<file path="src/rtl/spi_cfg_pkg.sv">
package spi_cfg_pkg;
    localparam int ADDR_W     = 13;
    localparam int INSTR_BITS = 16;
    localparam int BYTE_W     = 8;

    // port control register and its fields
    localparam int CFG_ADDR   = 0;
    localparam int BEND_ADDR  = 1;
    localparam int BIT_WIRE4  = 0;
    localparam int BIT_LSB    = 1;
    localparam int BIT_SRST   = 2;

    localparam logic [1:0] W_STREAM = 2'b11;

    typedef enum logic [2:0] {
        ST_IDLE,
        ST_INSTR,
        ST_WDATA,
        ST_RDATA,
        ST_DONE
    } xfer_state_e;
endpackage

</file>
<file path="src/rtl/spi_cfg_sync.sv">
module spi_cfg_sync #(
    parameter int STAGES = 2
) (
    input  logic clk,
    input  logic rst_n,
    input  logic csb_i,
    input  logic sclk_i,
    input  logic sdio_i,
    output logic csb_o,
    output logic sdi_o,
    output logic rise_o,
    output logic fall_o
);
    // bit 2 = select, bit 1 = serial clock, bit 0 = data
    localparam logic [2:0] IDLE_LINES = 3'b100;

    for (genvar i = 0; i < STAGES; i++) begin : g_stage
        logic [2:0] d;
        logic [2:0] q;
        if (i == 0) begin : g_first
            assign d = {csb_i, sclk_i, sdio_i};
        end else begin : g_next
            assign d = g_stage[i-1].q;
        end
        always_ff @(posedge clk or negedge rst_n) begin
            if (!rst_n) q <= IDLE_LINES;
            else        q <= d;
        end
    end

    logic [2:0] lines;
    logic       sclk_d;
    assign lines = g_stage[STAGES-1].q;

    always_ff @(posedge clk or negedge rst_n) begin
        if (!rst_n) sclk_d <= 1'b0;
        else        sclk_d <= lines[1];
    end

    assign csb_o  = lines[2];
    assign sdi_o  = lines[0];
    assign rise_o = lines[1] & ~sclk_d;
    assign fall_o = ~lines[1] & sclk_d;
endmodule

</file>
<file path="src/rtl/spi_cfg_regfile.sv">
module spi_cfg_regfile
    import spi_cfg_pkg::*;
#(
    parameter int NREG = 16
) (
    input  logic              clk,
    input  logic              rst_n,
    input  logic              wr_en,
    input  logic [ADDR_W-1:0] wr_addr,
    input  logic [7:0]        wr_data,
    input  logic [ADDR_W-1:0] rd_addr,
    output logic [7:0]        rd_data,
    output logic              cfg_wire4,
    output logic              cfg_lsb,
    output logic [7:0]        burst_end,
    output logic [NREG*8-1:0] reg_image
);
    localparam int AW = (NREG > 1) ? $clog2(NREG) : 1;
    localparam logic [7:0] SRST_MASK = ~(8'h01 << BIT_SRST);

    logic [7:0] regs [NREG];
    logic       wr_hit, rd_hit, srst;

    function automatic logic [7:0] dflt(input int idx);
        return (idx == BEND_ADDR) ? 8'(NREG - 1) : 8'h00;
    endfunction

    assign wr_hit = 32'(wr_addr) < NREG;
    assign rd_hit = 32'(rd_addr) < NREG;
    assign srst   = regs[CFG_ADDR][BIT_SRST];

    always_ff @(posedge clk or negedge rst_n) begin
        if (!rst_n) begin
            for (int i = 0; i < NREG; i++) regs[i] <= dflt(i);
        end else if (srst) begin
            for (int i = 0; i < NREG; i++) regs[i] <= dflt(i);
        end else if (wr_en && wr_hit) begin
            regs[wr_addr[AW-1:0]] <= wr_data;
        end
    end

    always_comb begin
        rd_data = 8'h00;
        if (rd_hit) begin
            rd_data = regs[rd_addr[AW-1:0]];
            if (rd_addr == ADDR_W'(CFG_ADDR)) rd_data = rd_data & SRST_MASK;
        end
    end

    assign cfg_wire4 = regs[CFG_ADDR][BIT_WIRE4];
    assign cfg_lsb   = regs[CFG_ADDR][BIT_LSB];
    assign burst_end = regs[BEND_ADDR];

    for (genvar g = 0; g < NREG; g++) begin : g_image
        assign reg_image[g*8 +: 8] = regs[g];
    end
endmodule

</file>
<file path="src/rtl/spi_cfg_engine.sv">
module spi_cfg_engine
    import spi_cfg_pkg::*;
(
    input  logic              clk,
    input  logic              rst_n,
    input  logic              csb_s,
    input  logic              sdi_s,
    input  logic              rise,
    input  logic              fall,
    input  logic              cfg_lsb,
    input  logic [7:0]        burst_end,
    input  logic [7:0]        rd_data,
    output logic [ADDR_W-1:0] acc_addr,
    output logic              wr_en,
    output logic [7:0]        wr_data,
    output logic              out_bit,
    output logic              out_active
);
    localparam int CNT_W = $clog2(INSTR_BITS);
    localparam logic [CNT_W-1:0] INSTR_LAST = CNT_W'(INSTR_BITS - 1);
    localparam logic [CNT_W-1:0] BYTE_LAST  = CNT_W'(BYTE_W - 1);

    xfer_state_e state, state_nx;

    logic [CNT_W-1:0]      cnt;
    logic [INSTR_BITS-2:0] ins_sr;
    logic [INSTR_BITS-1:0] ins_full;
    logic [1:0]            wcode, nbyte;
    logic [ADDR_W-1:0]     addr, start_addr, step_addr;
    logic [7:0]            rx, rx_full;
    logic                  bit_q;
    logic                  byte_end, instr_end, last_byte;
    logic [2:0]            sel;

    assign ins_full  = {ins_sr, sdi_s};
    assign instr_end = rise && (cnt == INSTR_LAST);
    assign byte_end  = rise && (cnt == BYTE_LAST);
    assign last_byte = (wcode != W_STREAM) && (nbyte == wcode);
    assign step_addr = ((wcode == W_STREAM) && (addr == ADDR_W'(burst_end)))
                     ? start_addr : addr + 1'b1;
    assign rx_full   = cfg_lsb ? {sdi_s, rx[7:1]} : {rx[6:0], sdi_s};
    assign sel       = cfg_lsb ? cnt[2:0] : 3'd7 - cnt[2:0];

    // state register
    always_ff @(posedge clk or negedge rst_n) begin
        if (!rst_n) state <= ST_IDLE;
        else        state <= state_nx;
    end

    // transitions
    always_comb begin
        state_nx = state;
        if (csb_s) begin
            state_nx = ST_IDLE;
        end else begin
            unique case (state)
                ST_IDLE:  state_nx = ST_INSTR;
                ST_INSTR: if (instr_end)
                              state_nx = ins_full[INSTR_BITS-1] ? ST_RDATA : ST_WDATA;
                ST_WDATA,
                ST_RDATA: if (byte_end && last_byte) state_nx = ST_DONE;
                ST_DONE:  state_nx = ST_DONE;
            endcase
        end
    end

    // datapath
    always_ff @(posedge clk or negedge rst_n) begin
        if (!rst_n) begin
            cnt        <= '0;
            ins_sr     <= '0;
            wcode      <= 2'b00;
            nbyte      <= 2'b00;
            addr       <= '0;
            start_addr <= '0;
            rx         <= 8'h00;
            bit_q      <= 1'b0;
        end else begin
            unique case (state)
                ST_IDLE: begin
                    cnt   <= '0;
                    bit_q <= 1'b0;
                end
                ST_INSTR: if (rise) begin
                    if (cnt == INSTR_LAST) begin
                        wcode      <= ins_full[INSTR_BITS-2 -: 2];
                        addr       <= ins_full[ADDR_W-1:0];
                        start_addr <= ins_full[ADDR_W-1:0];
                        nbyte      <= 2'b00;
                        cnt        <= '0;
                    end else begin
                        ins_sr <= ins_full[INSTR_BITS-2:0];
                        cnt    <= cnt + 1'b1;
                    end
                end
                ST_WDATA, ST_RDATA: begin
                    if (rise) begin
                        rx  <= rx_full;
                        cnt <= (cnt == BYTE_LAST) ? '0 : cnt + 1'b1;
                        if (cnt == BYTE_LAST) begin
                            addr  <= step_addr;
                            nbyte <= nbyte + 1'b1;
                        end
                    end
                    if (state == ST_RDATA && fall) bit_q <= rd_data[sel];
                end
                ST_DONE: bit_q <= 1'b0;
            endcase
        end
    end

    // outputs
    always_comb begin
        wr_en      = (state == ST_WDATA) && byte_end && !csb_s;
        wr_data    = rx_full;
        acc_addr   = addr;
        out_bit    = bit_q;
        out_active = (state == ST_RDATA);
    end
endmodule

</file>
<file path="src/rtl/spi_cfg_slave.sv">
module spi_cfg_slave
    import spi_cfg_pkg::*;
#(
    parameter int NREG        = 16,
    parameter int SYNC_STAGES = 2
) (
    input  logic              clk,
    input  logic              rst_n,
    input  logic              csb,
    input  logic              sclk,
    input  logic              sdio_i,
    output logic              sdio_o,
    output logic              sdio_oe,
    output logic              sdo,
    output logic [NREG*8-1:0] reg_image
);
    logic              csb_s, sdi_s, sclk_rise, sclk_fall;
    logic              cfg_wire4, cfg_lsb;
    logic [7:0]        burst_end, rd_data, wr_data;
    logic [ADDR_W-1:0] acc_addr;
    logic              wr_en, out_bit, out_active;

    spi_cfg_sync #(.STAGES(SYNC_STAGES)) u_sync (
        .clk    (clk),
        .rst_n  (rst_n),
        .csb_i  (csb),
        .sclk_i (sclk),
        .sdio_i (sdio_i),
        .csb_o  (csb_s),
        .sdi_o  (sdi_s),
        .rise_o (sclk_rise),
        .fall_o (sclk_fall)
    );

    spi_cfg_engine u_engine (
        .clk        (clk),
        .rst_n      (rst_n),
        .csb_s      (csb_s),
        .sdi_s      (sdi_s),
        .rise       (sclk_rise),
        .fall       (sclk_fall),
        .cfg_lsb    (cfg_lsb),
        .burst_end  (burst_end),
        .rd_data    (rd_data),
        .acc_addr   (acc_addr),
        .wr_en      (wr_en),
        .wr_data    (wr_data),
        .out_bit    (out_bit),
        .out_active (out_active)
    );

    spi_cfg_regfile #(.NREG(NREG)) u_regs (
        .clk       (clk),
        .rst_n     (rst_n),
        .wr_en     (wr_en),
        .wr_addr   (acc_addr),
        .wr_data   (wr_data),
        .rd_addr   (acc_addr),
        .rd_data   (rd_data),
        .cfg_wire4 (cfg_wire4),
        .cfg_lsb   (cfg_lsb),
        .burst_end (burst_end),
        .reg_image (reg_image)
    );

    assign sdio_oe = out_active & ~cfg_wire4;
    assign sdio_o  = sdio_oe & out_bit;
    assign sdo     = cfg_wire4 & out_active & out_bit;
endmodule

</file>
<file path="config.mk">
export PLATFORM = sky130hd
export DESIGN_NAME = spi_cfg_slave
export DESIGN_NICKNAME = d
export VERILOG_FILES = /design/src/rtl/spi_cfg_pkg.sv /design/src/rtl/spi_cfg_sync.sv /design/src/rtl/spi_cfg_regfile.sv /design/src/rtl/spi_cfg_engine.sv /design/src/rtl/spi_cfg_slave.sv
export SDC_FILE = /design/constraint.sdc
export NUM_CORES = 1
export LEC_CHECK = 0
export ABC_AREA = 1
export BUFFER_PORTS_ARGS = -buffer_cell sky130_fd_sc_hd__buf_4
export CORE_ASPECT_RATIO = 1.4
export CORE_MARGIN = 8
export CORE_UTILIZATION = 45
export DETAILED_ROUTE_END_ITERATION = 12
export PLACE_DENSITY = 0.65
export SETUP_SLACK_MARGIN = 0.3
export SYNTH_ARGS = -nofsm -noshare
export SYNTH_HDL_FRONTEND = slang
export SYNTH_HIERARCHICAL = 1
export SYNTH_SLANG_ARGS = --single-unit
</file>
<file path="constraint.sdc">
create_clock -name clk -period 2.3 [get_ports clk]
set_input_delay 0.345 -clock clk [delete_from_list [all_inputs] [get_ports clk]]
set_output_delay 0.345 -clock clk [all_outputs]
set_load 0.01 [all_outputs]
</file>
==> metrics <==
final setup vio count=0; number of DRC markers in iteration 0=963; FF+latch count, synth=196; Syn Inst Count=1,458; worst hold margin=350 ps; DP HPWL=24,900 um; Worst R2R Start=u_engine/acc_addr[0]; gr busiest metal=met2; Max clock buf depth=2; top-area cell type share of the netlist area=44.5%; top cells by area, synth=dfrtp_1 45%, nand2_1 20%, nand3_1 12%; CTS tree=built; syn avg cell area=7.32 um^2; switch share=32.4%; H-tree levels=4; dominant synthesized flop cell=dfrtp_1; DP Area=0.0123 mm^2; placed cell count=1,892; Leakage=7.02 nW; PwrDens=635 mW/mm^2; synth unique cells=40; Final Core Density=60.2%; internal power=6.01 mW; first-pass GRT wire length=56,100 um; count leader, synth=nand2_1; final hold viol count=0; crit start category=flop; M3 GR Usage=4.27%; cts bufs inserted=17; Top Ports=136; clk root buf=clkbuf_16; Total GRT Usage=24.3%; sequential area share after synthesis=46.0%; Max IR drop VDD=0.000531 V; Mapped Area=0.0107 mm^2; initial antenna violation count=0; Cell Count, Final, Fillers Out=1,962; RSZ-0062 raised after global routing=yes; Initial Util=45.8%; RR Endpoint=u_engine/out_bit; worst-margin pin slew=593 ps; Total Wirelength=36,300 um; crit end category=flop; hold path depth=0; # diodes=0; dpl ws=56.4 ps; # DRC=0; Die ar.=0.0290 mm^2; Synth Net Count=1,465; via density per instance=5.39; Post-synth EDFFs=0; WL per Instance=18.5 um; hold path start=u_sync/g_stage[0].q[1]; layout cells sized above 1=25.3%; post-route ant nets=0; Worst Reg-to-Reg Cells=13; Clk pwr share=35.8%; area of the core=0.0233 mm^2; fin crit share=90.3%; maxcap violations=0; Reg clk slew, reported paths=70 ps; switching pwr=2.88 mW; Warnings, synthesis=6; FF-to-FF setup slack=220 ps; setup ws final=224 ps; Comb power frac=22.4%; clk sink count=196; Area Overhead vs Synth=31.3%; 1st-pass router iterations=5; clk_lat worst skew=450 ps; most common library cells after synthesis=558 x nand2_1, 260 x nand3_1, 190 x dfrtp_1, 117 x inv_1, 62 x nor2_1; post-route setup TNS=0 ps; Tmin final=2080 ps; vias in the first global route=10,200; design area=0.0140 mm^2; Hold EP=u_sync/g_stage[1].q[1]; class of the worst hold path=reg -> reg; grt total ovfl=0; Final Max Slew Viols=0; met2 usage=42.4%; Slew headroom=60.3%; total power=8.89 mW; vias=10,600; Horiz. Die Dim=146 um; CP Max Fanout=15; Die Y=198 um; FMAX=0.482 GHz; Post-synth ARST share=100%; Synth area leader=dfrtp_1; Flop pwr share=41.8%; CP Class=reg -> reg; global-route met1 utilization=28.4%; data arrival time of the critical path=2410 ps; gpl congestion=0.990; FP Rows=66; Port Buffer Count=135; largest net degree at the start of global routing=100; Critical Path RT=2640 ps; status=finished clean; Layout Skew=11.3 ps; Layout Nets=1,650
## worst max path at each step
stage	startpoint	to	slack, ps	cells past startpoint
after floorplan	u_engine/state[2]	u_regs/reg_image[64]	310	12
after global placement	u_sync/g_stage[1].q[1]	u_regs/reg_image[110]	130	10
after detailed placement	u_sync/g_stage[1].q[1]	u_regs/reg_image[104]	60	10
after CTS	u_engine/cnt[1]	u_regs/reg_image[43]	260	13
after global routing	u_engine/state[2]	u_regs/reg_image[44]	100	13
final	u_engine/acc_addr[0]	u_engine/out_bit	220	13
## sequential cells by signal, summed over array words and instances (netlist names)
name and flops:
u_regs/cfg_lsb 1, u_engine/acc_addr 13, u_sync/g_stage.q 6, u_regs/burst_end 8
u_regs/cfg_wire4 1, u_engine/state 3, u_engine/nbyte 2, u_engine/wcode 2
u_engine/rx 8, u_engine/out_bit 1, u_regs/reg_image 118, u_engine/ins_sr 15
u_engine/cnt 4, u_engine/start_addr 13, u_sync/sclk_d 1
## cell type report
type / count / area, um^2
clock buffers: 17 / 425
clock inverters: 15 / 196
fillers: 2084 / 9280
inverters: 125 / 499
multi-input cells: 1064 / 5450
flip-flops and latches: 196 / 4920
well taps: 306 / 383
repair buffers: 239 / 2140
## routing by layer
metal,wire (um),up-vias
met4,1610,0
li1,-,5019
met5,0,-
met1,13900,5040
met3,2380,101
met2,18400,415
## kinds of logic (layout without fill, tap and decap cells)
family	count (synthesis)	after routing	synth area share (%)
multiplexers	1	1	0.106
buffers and inverters	199	396	8.15
flip-flops	196	196	46.0
XOR/XNOR	13	13	1.07
AND/OR/NAND/NOR	938	939	39.0
AO/OA/AOI/OAI	109	109	5.39
adder cells (fa/ha/maj)	2	2	0.234
## what timing repair did
action	CTS	global route
setup endpoints to repair	129	143
setup buffers	11	16
pin swaps	12	32
resized for setup	59	89
endpoints found under the hold margin	51	0
hold buffers	4	0
gates cloned	2	5
## placed cells by master, fill, tap and decap left out, drive strengths merged
master / count
xor2: 8
nor2: 82
inv: 128
nand3b: 2
o211ai: 3
buf: 230
bufbuf: 1
nand4: 11
o21ai: 56
bufinv: 3
dlygate4sd3: 4
or2: 4
clkinv: 7
clkinvlp: 2
nor3: 4
a21oi: 50
ha: 2
dfstp: 6
mux2: 1
clkbuf: 21
nand3: 267
dfrtp: 190
xnor2: 5
nand2: 569
## power by group through the flow
| stage | logic, mW | registers [mW] | clock network [mW] |
|---|---|---|---|
| finish | 1.99 | 3.72 | 3.18 |
| global route | 2.15 | 3.74 | 3.36 |
| CTS | 1.76 | 3.71 | 3.23 |
| detailed placement | 1.69 | 3.77 | 0 |
| global placement | 1.68 | 3.77 | 0 |
| floorplan | 0.928 | 3.76 | 0 |
## critical path, stage by stage, from the launching register on
cell and delay, ps:
dfrtp_2 480, buf_12 160, clkbuf_16 170, nand2_1 90, nand3_2 100, nand2_2 80
nand2_1 70, nand3_2 140, nor2_1 60, or2_4 220, o211ai_1 130, nand3b_1 120
nand2_1 90, nand2_1 50
No activity file was read; power rests on OpenSTA's default activity.
